## src/rtl/vme_sysctl_pkg.sv

```systemverilog
package vme_sysctl_pkg;

    localparam int REG_W       = 32;
    localparam int BTO_LSB     = 28;
    localparam int PRIO_BIT    = 26;
    localparam int ARBTO_LSB   = 24;
    localparam int LRST_BIT    = 23;
    localparam int VRST_BIT    = 22;
    localparam int SYSCTL_BIT  = 17;

    localparam logic [3:0] BTO_RESET   = 4'b0011;
    localparam logic [1:0] ARBTO_RESET = 2'b01;

    typedef struct packed {
        logic [3:0] bto;
        logic       prio;
        logic [1:0] arbto;
        logic       sysctl;
    } ctl_t;

    // Transfer limit in microsecond ticks; 0 means disabled.
    function automatic int bto_limit_us(input logic [3:0] code);
        if (code >= 4'd1 && code <= 4'd7)
            return 16 << (int'(code) - 1);
        return 0;
    endfunction

    // Arbitration limit in 8 us grains; 0 means disabled.
    function automatic int arb_limit_grains(input logic [1:0] code);
        case (code)
            2'b01:   return 2;
            2'b10:   return 32;
            default: return 0;
        endcase
    endfunction

endpackage

```

## src/rtl/vme_to_timer.sv

```systemverilog
module vme_to_timer #(
    parameter int CNT_W = 11
) (
    input  logic             clk,
    input  logic             rst_n,
    input  logic             tick,
    input  logic             active,
    input  logic [CNT_W-1:0] limit,
    output logic             expire
);

    typedef struct packed {
        logic [CNT_W-1:0] cnt;
        logic             fired;
        logic             pulse;
    } st_t;

    st_t st_d, st_q;

    always_comb begin
        st_d       = st_q;
        st_d.pulse = 1'b0;
        if (!active) begin
            st_d.cnt   = '0;
            st_d.fired = 1'b0;
        end else if (tick && !st_q.fired && limit != '0) begin
            if (({1'b0, st_q.cnt} + 1'b1) >= {1'b0, limit}) begin
                st_d.cnt   = '0;
                st_d.fired = 1'b1;
                st_d.pulse = 1'b1;
            end else begin
                st_d.cnt = st_q.cnt + 1'b1;
            end
        end
    end

    always_ff @(posedge clk or negedge rst_n) begin
        if (!rst_n) st_q <= '0;
        else        st_q <= st_d;
    end

    assign expire = st_q.pulse;

endmodule

```

## src/rtl/vme_sysctl_regs.sv

```systemverilog
module vme_sysctl_regs
    import vme_sysctl_pkg::*;
#(
    parameter int              ADDR_W     = 12,
    parameter logic [ADDR_W-1:0] REG_OFFSET = 12'h404
) (
    input  logic              clk,
    input  logic              rst_n,
    input  logic              grant_in_n,
    input  logic              reg_wr,
    input  logic [ADDR_W-1:0] reg_addr,
    input  logic [REG_W-1:0]  reg_wdata,
    output logic [REG_W-1:0]  reg_rdata,
    output ctl_t              ctl,
    output logic              vme_rst_req,
    output logic              local_rst_req
);

    typedef struct packed {
        ctl_t ctl;
        logic sampled;
        logic vme_req;
        logic loc_req;
    } st_t;

    st_t  st_d, st_q;
    logic sel;

    assign sel = (reg_addr == REG_OFFSET);

    always_comb begin
        st_d         = st_q;
        st_d.vme_req = 1'b0;
        st_d.loc_req = 1'b0;
        if (!st_q.sampled) begin
            st_d.sampled    = 1'b1;
            st_d.ctl.sysctl = ~grant_in_n;
        end
        if (reg_wr && sel) begin
            st_d.ctl.bto    = reg_wdata[BTO_LSB +: 4];
            st_d.ctl.prio   = reg_wdata[PRIO_BIT];
            st_d.ctl.arbto  = reg_wdata[ARBTO_LSB +: 2];
            st_d.ctl.sysctl = reg_wdata[SYSCTL_BIT];
            st_d.vme_req    = reg_wdata[VRST_BIT];
            st_d.loc_req    = reg_wdata[LRST_BIT];
        end
    end

    always_ff @(posedge clk or negedge rst_n) begin
        if (!rst_n) begin
            st_q.ctl.bto    <= BTO_RESET;
            st_q.ctl.prio   <= 1'b0;
            st_q.ctl.arbto  <= ARBTO_RESET;
            st_q.ctl.sysctl <= 1'b0;
            st_q.sampled    <= 1'b0;
            st_q.vme_req    <= 1'b0;
            st_q.loc_req    <= 1'b0;
        end else begin
            st_q <= st_d;
        end
    end

    always_comb begin
        reg_rdata = '0;
        if (sel) begin
            reg_rdata[BTO_LSB +: 4]   = st_q.ctl.bto;
            reg_rdata[PRIO_BIT]       = st_q.ctl.prio;
            reg_rdata[ARBTO_LSB +: 2] = st_q.ctl.arbto;
            reg_rdata[SYSCTL_BIT]     = st_q.ctl.sysctl;
        end
    end

    assign ctl           = st_q.ctl;
    assign vme_rst_req   = st_q.vme_req;
    assign local_rst_req = st_q.loc_req;

endmodule

```

## src/rtl/vme_sysctl_timers.sv

```systemverilog
module vme_sysctl_timers
    import vme_sysctl_pkg::*;
#(
    parameter int                ADDR_W     = 12,
    parameter logic [ADDR_W-1:0] REG_OFFSET = 12'h404,
    parameter int                BTO_CNT_W  = 11,
    parameter int                ARB_CNT_W  = 6,
    parameter int                PRESCALE   = 8
) (
    input  logic              clk,
    input  logic              rst_n,
    input  logic              grant_in_n,
    input  logic              us_tick,
    input  logic              reg_wr,
    input  logic [ADDR_W-1:0] reg_addr,
    input  logic [31:0]       reg_wdata,
    output logic [31:0]       reg_rdata,
    input  logic              ds_active,
    input  logic              bus_req,
    input  logic              bus_busy,
    output logic              sysctl_en,
    output logic              arb_prio,
    output logic              bus_err,
    output logic              arb_timeout,
    output logic              vme_rst_req,
    output logic              local_rst_req
);

    localparam int PRE_W = (PRESCALE > 1) ? $clog2(PRESCALE) : 1;
    localparam logic [PRE_W-1:0] PRE_LAST = PRE_W'(PRESCALE - 1);

    typedef struct packed {
        logic [PRE_W-1:0] pre;
    } st_t;

    st_t  st_d, st_q;
    ctl_t ctl;
    logic grain_tick;
    logic bto_fire, arb_fire;
    logic [3:0] bto_code;
    logic [1:0] arbto_code;
    logic [BTO_CNT_W-1:0] bto_limit;
    logic [ARB_CNT_W-1:0] arb_limit;

    vme_sysctl_regs #(
        .ADDR_W     (ADDR_W),
        .REG_OFFSET (REG_OFFSET)
    ) u_regs (
        .clk           (clk),
        .rst_n         (rst_n),
        .grant_in_n    (grant_in_n),
        .reg_wr        (reg_wr),
        .reg_addr      (reg_addr),
        .reg_wdata     (reg_wdata),
        .reg_rdata     (reg_rdata),
        .ctl           (ctl),
        .vme_rst_req   (vme_rst_req),
        .local_rst_req (local_rst_req)
    );

    // Free-running microsecond prescaler giving the arbitration grain.
    always_comb begin
        st_d       = st_q;
        grain_tick = us_tick && (st_q.pre == PRE_LAST);
        if (us_tick)
            st_d.pre = grain_tick ? '0 : st_q.pre + 1'b1;
    end

    always_ff @(posedge clk or negedge rst_n) begin
        if (!rst_n) st_q <= '0;
        else        st_q <= st_d;
    end

    assign bto_code   = ctl.bto;
    assign arbto_code = ctl.arbto;
    assign bto_limit  = BTO_CNT_W'(bto_limit_us(bto_code));
    assign arb_limit  = ARB_CNT_W'(arb_limit_grains(arbto_code));

    vme_to_timer #(.CNT_W(BTO_CNT_W)) u_bto (
        .clk    (clk),
        .rst_n  (rst_n),
        .tick   (us_tick),
        .active (ds_active),
        .limit  (bto_limit),
        .expire (bto_fire)
    );

    vme_to_timer #(.CNT_W(ARB_CNT_W)) u_arbto (
        .clk    (clk),
        .rst_n  (rst_n),
        .tick   (grain_tick),
        .active (bus_req && !bus_busy),
        .limit  (arb_limit),
        .expire (arb_fire)
    );

    assign sysctl_en   = ctl.sysctl;
    assign arb_prio    = ctl.prio;
    assign bus_err     = bto_fire && ctl.sysctl;
    assign arb_timeout = arb_fire && ctl.sysctl;

endmodule

```

## config.mk

```make
export PLATFORM = sky130hd
export DESIGN_NAME = vme_sysctl_timers
export DESIGN_NICKNAME = d
export VERILOG_FILES = /design/src/rtl/vme_sysctl_pkg.sv /design/src/rtl/vme_to_timer.sv /design/src/rtl/vme_sysctl_regs.sv /design/src/rtl/vme_sysctl_timers.sv
export SDC_FILE = /design/constraint.sdc
export NUM_CORES = 1
export LEC_CHECK = 0
export BUFFER_PORTS_ARGS = -buffer_cell sky130_fd_sc_hd__clkbuf_2
export CAP_MARGIN = 40
export CORE_MARGIN = 3
export CORE_UTILIZATION = 45
export DETAILED_ROUTE_END_ITERATION = 16
export GPL_TIMING_DRIVEN = 0
export HOLD_SLACK_MARGIN = 0.03
export PLACE_DENSITY = 0.74
export SLEW_MARGIN = 20
export SYNTH_ARGS = -nofsm -noshare
export SYNTH_HDL_FRONTEND = slang
export SYNTH_SLANG_ARGS = --single-unit
```

## constraint.sdc

```tcl
create_clock -name clk -period 5.4 [get_ports clk]
set_clock_uncertainty 0.2 [all_clocks]
set_input_delay 0.27 -clock clk [delete_from_list [all_inputs] [get_ports clk]]
set_output_delay 0.27 -clock clk [all_outputs]
set_load 0.05 [all_outputs]
```

==> results of run 1 <==
[layout make-up]
class                           instances  area [sq um]  area share
Sequential cell                        35           880       0.301
Tap cell                               67          83.8      0.0287
Inverter                               19          71.3      0.0244
Clock buffer                            8           100      0.0343
Buffer                                 27           194      0.0665
Multi-Input combinational cell        196          1280       0.437
Timing Repair Buffer                   50           313       0.107
[stage by stage]
step	utilization	power (uW)	hold WS [ps]	area, sq um	instances
5_1_grt	0.598	623	38.0	2920	402
3_3_place_gp	0.555	381	216	2710	385
3_5_place_dp	0.561	388	45.5	2740	386
4_1_cts	0.598	602	40.8	2920	402
6_report	0.598	593	42.5	2920	402
2_1_floorplan	-	362	-226	2420	277
[synth_stat cells, types with 6 or more instances]
master	n
dfrtp_1	32
nand2_1	30
buf_4	24
inv_1	19
ha_1	17
and2_1	11
nand3_1	10
nor2_1	10
mux2_2	8
o21ai_0	7
o21ai_1	7
xor2_1	7
a21oi_1	6
nor3_1	6
[cell usage in the layout (no fill, tap or decap), types with 5 or more instances in the layout]
cell           synthesis  final
ha_1                  17     17
buf_4                 24     24
and2_1                11     11
mux2_2                 8      8
nand2_1               30     30
xor2_1                 7      7
conb_1                 2     25
o21ai_0                7      7
a21oi_1                6      6
and3_1                 5      5
clkbuf_8               0      7
inv_1                 19     19
clkbuf_2               1     42
o21ai_1                7      7
dfrtp_1               32     32
dlygate4sd3_1          0      8
nor3_1                 6      6
nor2_1                10     10
nand3_1               10     10
[worst max-delay path: stages (launching register included)]
cell	delay (ps)
dfstp_2	570
inv_1	100
ha_1	280
nor3_1	170
a21oi_1	60
nor3_1	210
nand2_1	90
ha_1	280
o21ai_1	70
a2111oi_2	450
nor2_2	170
a41oi_1	250
o22ai_1	100
[report_power, final]
| part | switching [uW] | internal [uW] |
|---|---|---|
| Combinational | 66.8 | 41.1 |
| Sequential | 6.43 | 273 |
| Clock | 90.0 | 116 |
| Total | 163 | 430 |
[path summary, 6_finish.rpt]
path                                              from                      endpoint  slack (ps)  cells past startpoint
setup / recovery             u_regs.ctl[4]$_DFFE_PN1P_     u_bto.st_q[4]$_DFFE_PN0P_        2280                     12
hold / removal                           reg_wdata[22]  u_regs.vme_rst_req$_DFF_PN0_          40                      2
setup reg to reg             u_regs.ctl[4]$_DFFE_PN1P_     u_bto.st_q[4]$_DFFE_PN0P_        2280                     12
hold reg to reg            u_arbto.st_q[1]$_DFFE_PN0P_   u_arbto.st_q[1]$_DFFE_PN0P_         280                      1
max in group asynchronous                        rst_n     u_bto.st_q[8]$_DFFE_PN0P_        4280                      3
min in group asynchronous                        rst_n   u_arbto.st_q[6]$_DFFE_PN0P_         270                      2
[cells by family after synthesis]
logic type | Yosys count | synth area share
other cells | 2 | 0.00322
buf+inv | 46 | 0.114
compound gates | 36 | 0.102
flops | 35 | 0.377
xor+xnor | 9 | 0.0338
mux | 10 | 0.0472
fa+ha+maj | 17 | 0.0911
simple gates | 99 | 0.233
[state kept, by name (all words and copies together) (netlist names)]
name	cells
u_arbto.expire	1
u_bto.expire	1
u_bto.st_q	12
u_arbto.st_q	7
u_regs.vme_rst_req	1
u_regs.local_rst_req	1
u_regs.ctl	8
u_regs.st_q	1
st_q	3
[routing by layer]
layer  share of wire  global-route usage
met1            0.41               0.189
met2            0.52               0.298
met3           0.051              0.0413
met4           0.014              0.0524
met5               0                   0
==> impl_metrics.csv, run 1 <==
group,metric,value,unit
cells_and_area,area_growth,25.0,%
timing,worst_slew_pin_slew,502,ps
timing,finalCritPeriodShare,0.578,
timing,rsz0062_at_grt,"no",
global_routing,antenna_found_initial,0,
clock_tree,clk_latency,290,ps
yosys,ys_types,52,
floorplanning,coreArea,0.00488,sq mm
yosys,ys_ff_latch,35,
floorplanning,die_area,0.00609,sq mm
timing,period_needed,3120,ps
global_routing,grt_max_degree,20,
routing,vias_per_cell,4.73,
run,maxCapViolCount,0,
clock_tree,clk_pin_slew,70,ps
clock_tree,htree_levels,2,
timing,slew_headroom,0.666,
global_routing,grt_pass1_vias,1838,
clock_tree,clock-sinks,35,
floorplanning,dieWidth,78.0,um
yosys,syn_area,0.00233,sq mm
yosys,syn_avg_cell_area,9.19,sq um
place,dp_slack,2270,ps
clock_tree,clk_path_buf_depth,2,
pwr,ir_drop,0.0000927,V
pwr,power_density,203,mW/mm^2
routing,drt_iter0_drc,53,
yosys,synth_flop_cell,"dfrtp_1",
routing,wl,4740,um
cells_and_area,diodes,0,
yosys,synth_edf_count,0,
clock_tree,cts-resized-gates,0,
cells_and_area,layout-drive-gt1-share,0.287,
setup_path,critPathKind,"register to register",
floorplanning,io_pins,90,
pwr,leakage,0.00151,uW
place,hpwl,3740,um
clock_tree,cts_buffers,5,
yosys,synth_area_leaders,"dfrtp_1, ha_1, buf_4",
yosys,yosys.area.top_type,"dfrtp_1",
global_routing,grt_usage,0.164,
timing,slew_viol_final,0,
routing,drc,0,
routing,vias,1902,
routing,ant_nets,0,
clock_tree,postCtsHoldBufs,8,
timing,hold_violations,0,
global_routing,grt_pass1_wl,8070,um
routing,detail_route.wl_per_cell,11.8,um
setup_path,worst_setup_path_end_kind,"register",
routing,dr.pass1.iters,4,
timing,setup-tns-final,0,ps
timing,setup_ws,2280,ps
timing,final-setup-viol-count,0,
setup_path,crit_fanout,7,
global_routing,grt-ovfl-total,0,
setup_path,start_kind,"register",
cells_and_area,final_nets,403,
floorplanning,rows,25,
setup_path,cp.arrival,3090,ps
place,port_buffers,41,
clock_tree,root_buffer,"clkbuf_8",
yosys,synth_top_area_share,0.343,
timing,fmax,320,MHz
min_path,hp-class,"primary input to register",
status,status,"finished, final reports clean",
cells_and_area,fill_cells,463,
yosys,async_flop_share,1.00,
yosys,synth-seq-area-share,0.377,
clock_tree,cts_tree,"done",
yosys,syn_inst,254,
floorplanning,initial_core_util,0.478,
setup_path,required,5370,ps
clock_tree,cts_post_setup_buffers_inserted,0,
floorplanning,die_h,78.0,um
yosys,synth_warnings,0,
place,gp_congestion,0.798,
Power figures use the tool's default switching activity.
==> inputs of run 2 (changes only) <==
- ABC_AREA: not set -> 1
- clock period: 5.4 -> 3 ns (I/O delays scaled with it)
==> impl_metrics.csv, run 2 <==
group,metric,value,unit
global_routing,grt_use_met2,0.320,
timing,hold_violations,0,
timing,fin_hold_ws,79.1,ps
yosys,synth-simple-area-share,0.308,
cells_and_area,final_common_cell,"nand2_1",
yosys,synth_flop_cell,"dfrtp_1",
yosys,syn_avg_cell_area,7.33,sq um
global_routing,grt-ovfl-total,0,
yosys,synth_xor_area_frac,0.0315,
setup_path,critPathKind,"register to register",
pwr,power_density,320,mW/mm^2
routing,detail_route.wl_per_cell,10.7,um
yosys,synth-seq-area-share,0.352,
setup_path,crit_slowest_cell,"dfrtp_1",
yosys,ys_ff_latch,35,
floorplanning,dieWidth,80.5,um
floorplanning,coreArea,0.00524,sq mm
timing,rsz0062_at_grt,"no",
global_routing,grt_usage,0.183,
cells_and_area,postLayoutCellArea,0.00325,sq mm
setup_path,cp_num_cells,14,
cells_and_area,regMostFlops,"u_bto.st_q",
setup_path,cp.arrival,2800,ps
yosys,synth_edf_count,0,
yosys,synth_fa_ha_area_frac,0.0901,
yosys,ys_types,29,
setup_path,cp-startpoint,"u_bto.st_q[2]$_DFFE_PN0P_",
setup_path,rr_worst_depth,14,
cells_and_area,layout_common_cells,"nand2_1, inv_1, clkbuf_2, nand3_1, nor2_1",
place,gp_congestion,0.857,
timing,fmax,361,MHz
floorplanning,io_pins,90,
setup_path,r2r_slack,230,ps
clock_tree,cts_tree,"done",
setup_path,crit_chain,"ha_1 -> nand2_1 -> nor3_2 -> nand3_1 -> xnor2_1 -> ha_1 -> inv_1 -> o211ai_1 -> inv_1 -> nand3_2 -> nor2_4 -> buf_4 -> nand3_1 -> nand2_1",
global_routing,grt_pass1_vias,2242,
setup_path,r2r-start,"u_bto.st_q[2]$_DFFE_PN0P_",
routing,dr.pass1.iters,4,
setup_path,required,3030,ps
cells_and_area,area_growth,29.9,%
timing,finalCritPeriodShare,0.923,
place,port_buffers,43,
place,dp.cells,478,
cells_and_area,final_nets,508,
yosys,synth_top_family_by_area,"simple AND/OR/NAND/NOR gates",
yosys,async_flop_share,1.00,
cells_and_area,layout-drive-gt1-share,0.239,
yosys,syn_inst,341,
global_routing,grt_max_degree,22,
setup_path,critPathTopFamily,"simple AND/OR/NAND/NOR gates",
place,hpwl,4030,um
pwr,ir_drop,0.000259,V
routing,vias_per_cell,4.68,
min_path,hp-class,"primary input to register",
timing,period_needed,2770,ps
setup_path,reg2reg_to,"u_bto.st_q[11]$_DFFE_PN0P_",
yosys,synth_top_area_share,0.320,
clock_tree,clk_pin_slew,70,ps
yosys,synth_area_leaders,"dfrtp_1, nand2_1, ha_1",
timing,slew_viol_final,0,
yosys,synth-compound-area-share,0.0546,
cells_and_area,layoutNonFillerInstCount,509,
global_routing,grt_use_met1,0.219,
setup_path,endpoint,"u_bto.st_q[11]$_DFFE_PN0P_",
pwr,leakage,0.00183,uW
routing,drc,0,
global_routing,grt_use_met3,0.0404,
global_routing,grt_pass1_wl,9450,um
global_routing,top_usage_layer,"met2",
yosys,yosys.area.top_type,"dfrtp_1",
yosys,synthMuxAreaShare,0,
clock_tree,cts_buffers,5,
yosys,yosys.cell_count.top_type,"nand2_1",
yosys,synthTopCellsByCount,"nand2_1, inv_1, nand3_1, nor2_1, dfrtp_1",
clock_tree,root_buffer,"clkbuf_8",
floorplanning,die_area,0.00648,sq mm
global_routing,antenna_found_initial,0,
clock_tree,htree_levels,2,
setup_path,worst_setup_path_end_kind,"register",
status,status,"finished, final reports clean",
routing,vias,2381,
setup_path,crit_fanout,5,
routing,drt_iter0_drc,71,
place,placed_cell_area,0.00292,sq mm
yosys,syn_area,0.00250,sq mm
timing,final-setup-viol-count,0,
floorplanning,rows,26,
routing,ant_nets,0,
setup_path,start_kind,"register",
cells_and_area,largestRegisters,"u_bto.st_q x12, u_regs.ctl x8, u_arbto.st_q x7",
cells_and_area,diodes,0,
setup_path,critPathBufInv,3,
floorplanning,initial_core_util,0.477,
floorplanning,die_h,80.5,um
run,maxCapViolCount,0,
cells_and_area,largest_register_ffs,12,
cells_and_area,fin_util,0.620,
clock_tree,clock-sinks,35,
routing,wl,5430,um
clock_tree,clk_path_buf_depth,2,
setup_path,cp_slowest_stage_delay,410,ps
clock_tree,clk_latency,290,ps
yosys,synth_warnings,0,
-- run 2: changes by cell type in the layout (fill, tap and decap cells not counted), sizes merged, moves of 5 or more --
cell,previous run,this run
and3,5,0
dlygate4sd3,8,20
buf,26,32
mux2,8,0
nor2,11,43
nand2,30,74
a21oi,6,11
inv,19,50
and2,11,0
nand3,11,41
-- run 2: final cells by class --
cell class                      count  area (sq um)
Fill cell                         470          1990
Multi-Input combinational cell    250          1330
Sequential cell                    35           880
Timing Repair Buffer               67           465
Buffer                             29           219
Inverter                           50           188
Tap cell                           70          87.6
Clock buffer                        7          76.3
Clock inverter                      1          5.00
-- run 2: metal layers --
| layer | up-vias | wire, um |
|---|---|---|
| met3 | 11 | 263 |
| met1 | 1088 | 2410 |
| met2 | 55 | 2660 |
| met4 | 0 | 87 |
| li1 | 1227 | - |
| met5 | - | 0 |
-- run 2: power breakdown --
part	switching, uW	internal [uW]
combinational	126	77.3
sequential	14.3	492
clock	167	163
total	308	732
-- run 2: kinds of logic (layout without fill, tap and decap cells) --
| kind of cell | Yosys count | count (layout) |
|---|---|---|
| compound gates | 26 | 26 |
| xor+xnor | 9 | 9 |
| fa+ha+maj | 18 | 18 |
| buf+inv | 79 | 154 |
| flops | 35 | 35 |
| other cells | 2 | 25 |
| simple gates | 172 | 172 |
-- run 2: through the flow --
step / worst slack [ps] / total power, uW / setup TNS [ps]
finish: 231 / 1040 / 0
detailed placement: -0.646 / 700 / -0.646
global route: 2.02 / 1100 / 0
global placement: 62.5 / 691 / 0
CTS: 35.8 / 1050 / 0
floorplan: 343 / 651 / 0
-- run 2: worst min-delay path by stage --
stage                      start                              to  slack (ps)  cells after the start
after floorplan            rst_n             st_q[0]$_DFFE_PN0P_        -350                      0
after global placement     rst_n       u_bto.st_q[4]$_DFFE_PN0P_         130                      1
after detailed placement   rst_n       u_bto.st_q[4]$_DFFE_PN0P_         -80                      1
after CTS                 reg_wr  u_regs.local_rst_req$_DFF_PN0_          50                      5
after global routing      reg_wr    u_regs.vme_rst_req$_DFF_PN0_         100                      5
final                     reg_wr  u_regs.local_rst_req$_DFF_PN0_          80                      5
-- run 2: repair_timing --
action	CTS	global route
resized for setup	1	8
setup buffers	0	2
hold endpoints to repair	50	0
hold buffers	20	0
setup endpoints to repair	5	11
pin swaps	0	2
cloned	0	1
-- run 2: tightest hold or removal path, cell delays in order --
cell	delay [ps]
clkbuf_2	80
inv_1	60
nor2_2	70
inv_1	120
nor2_1	50
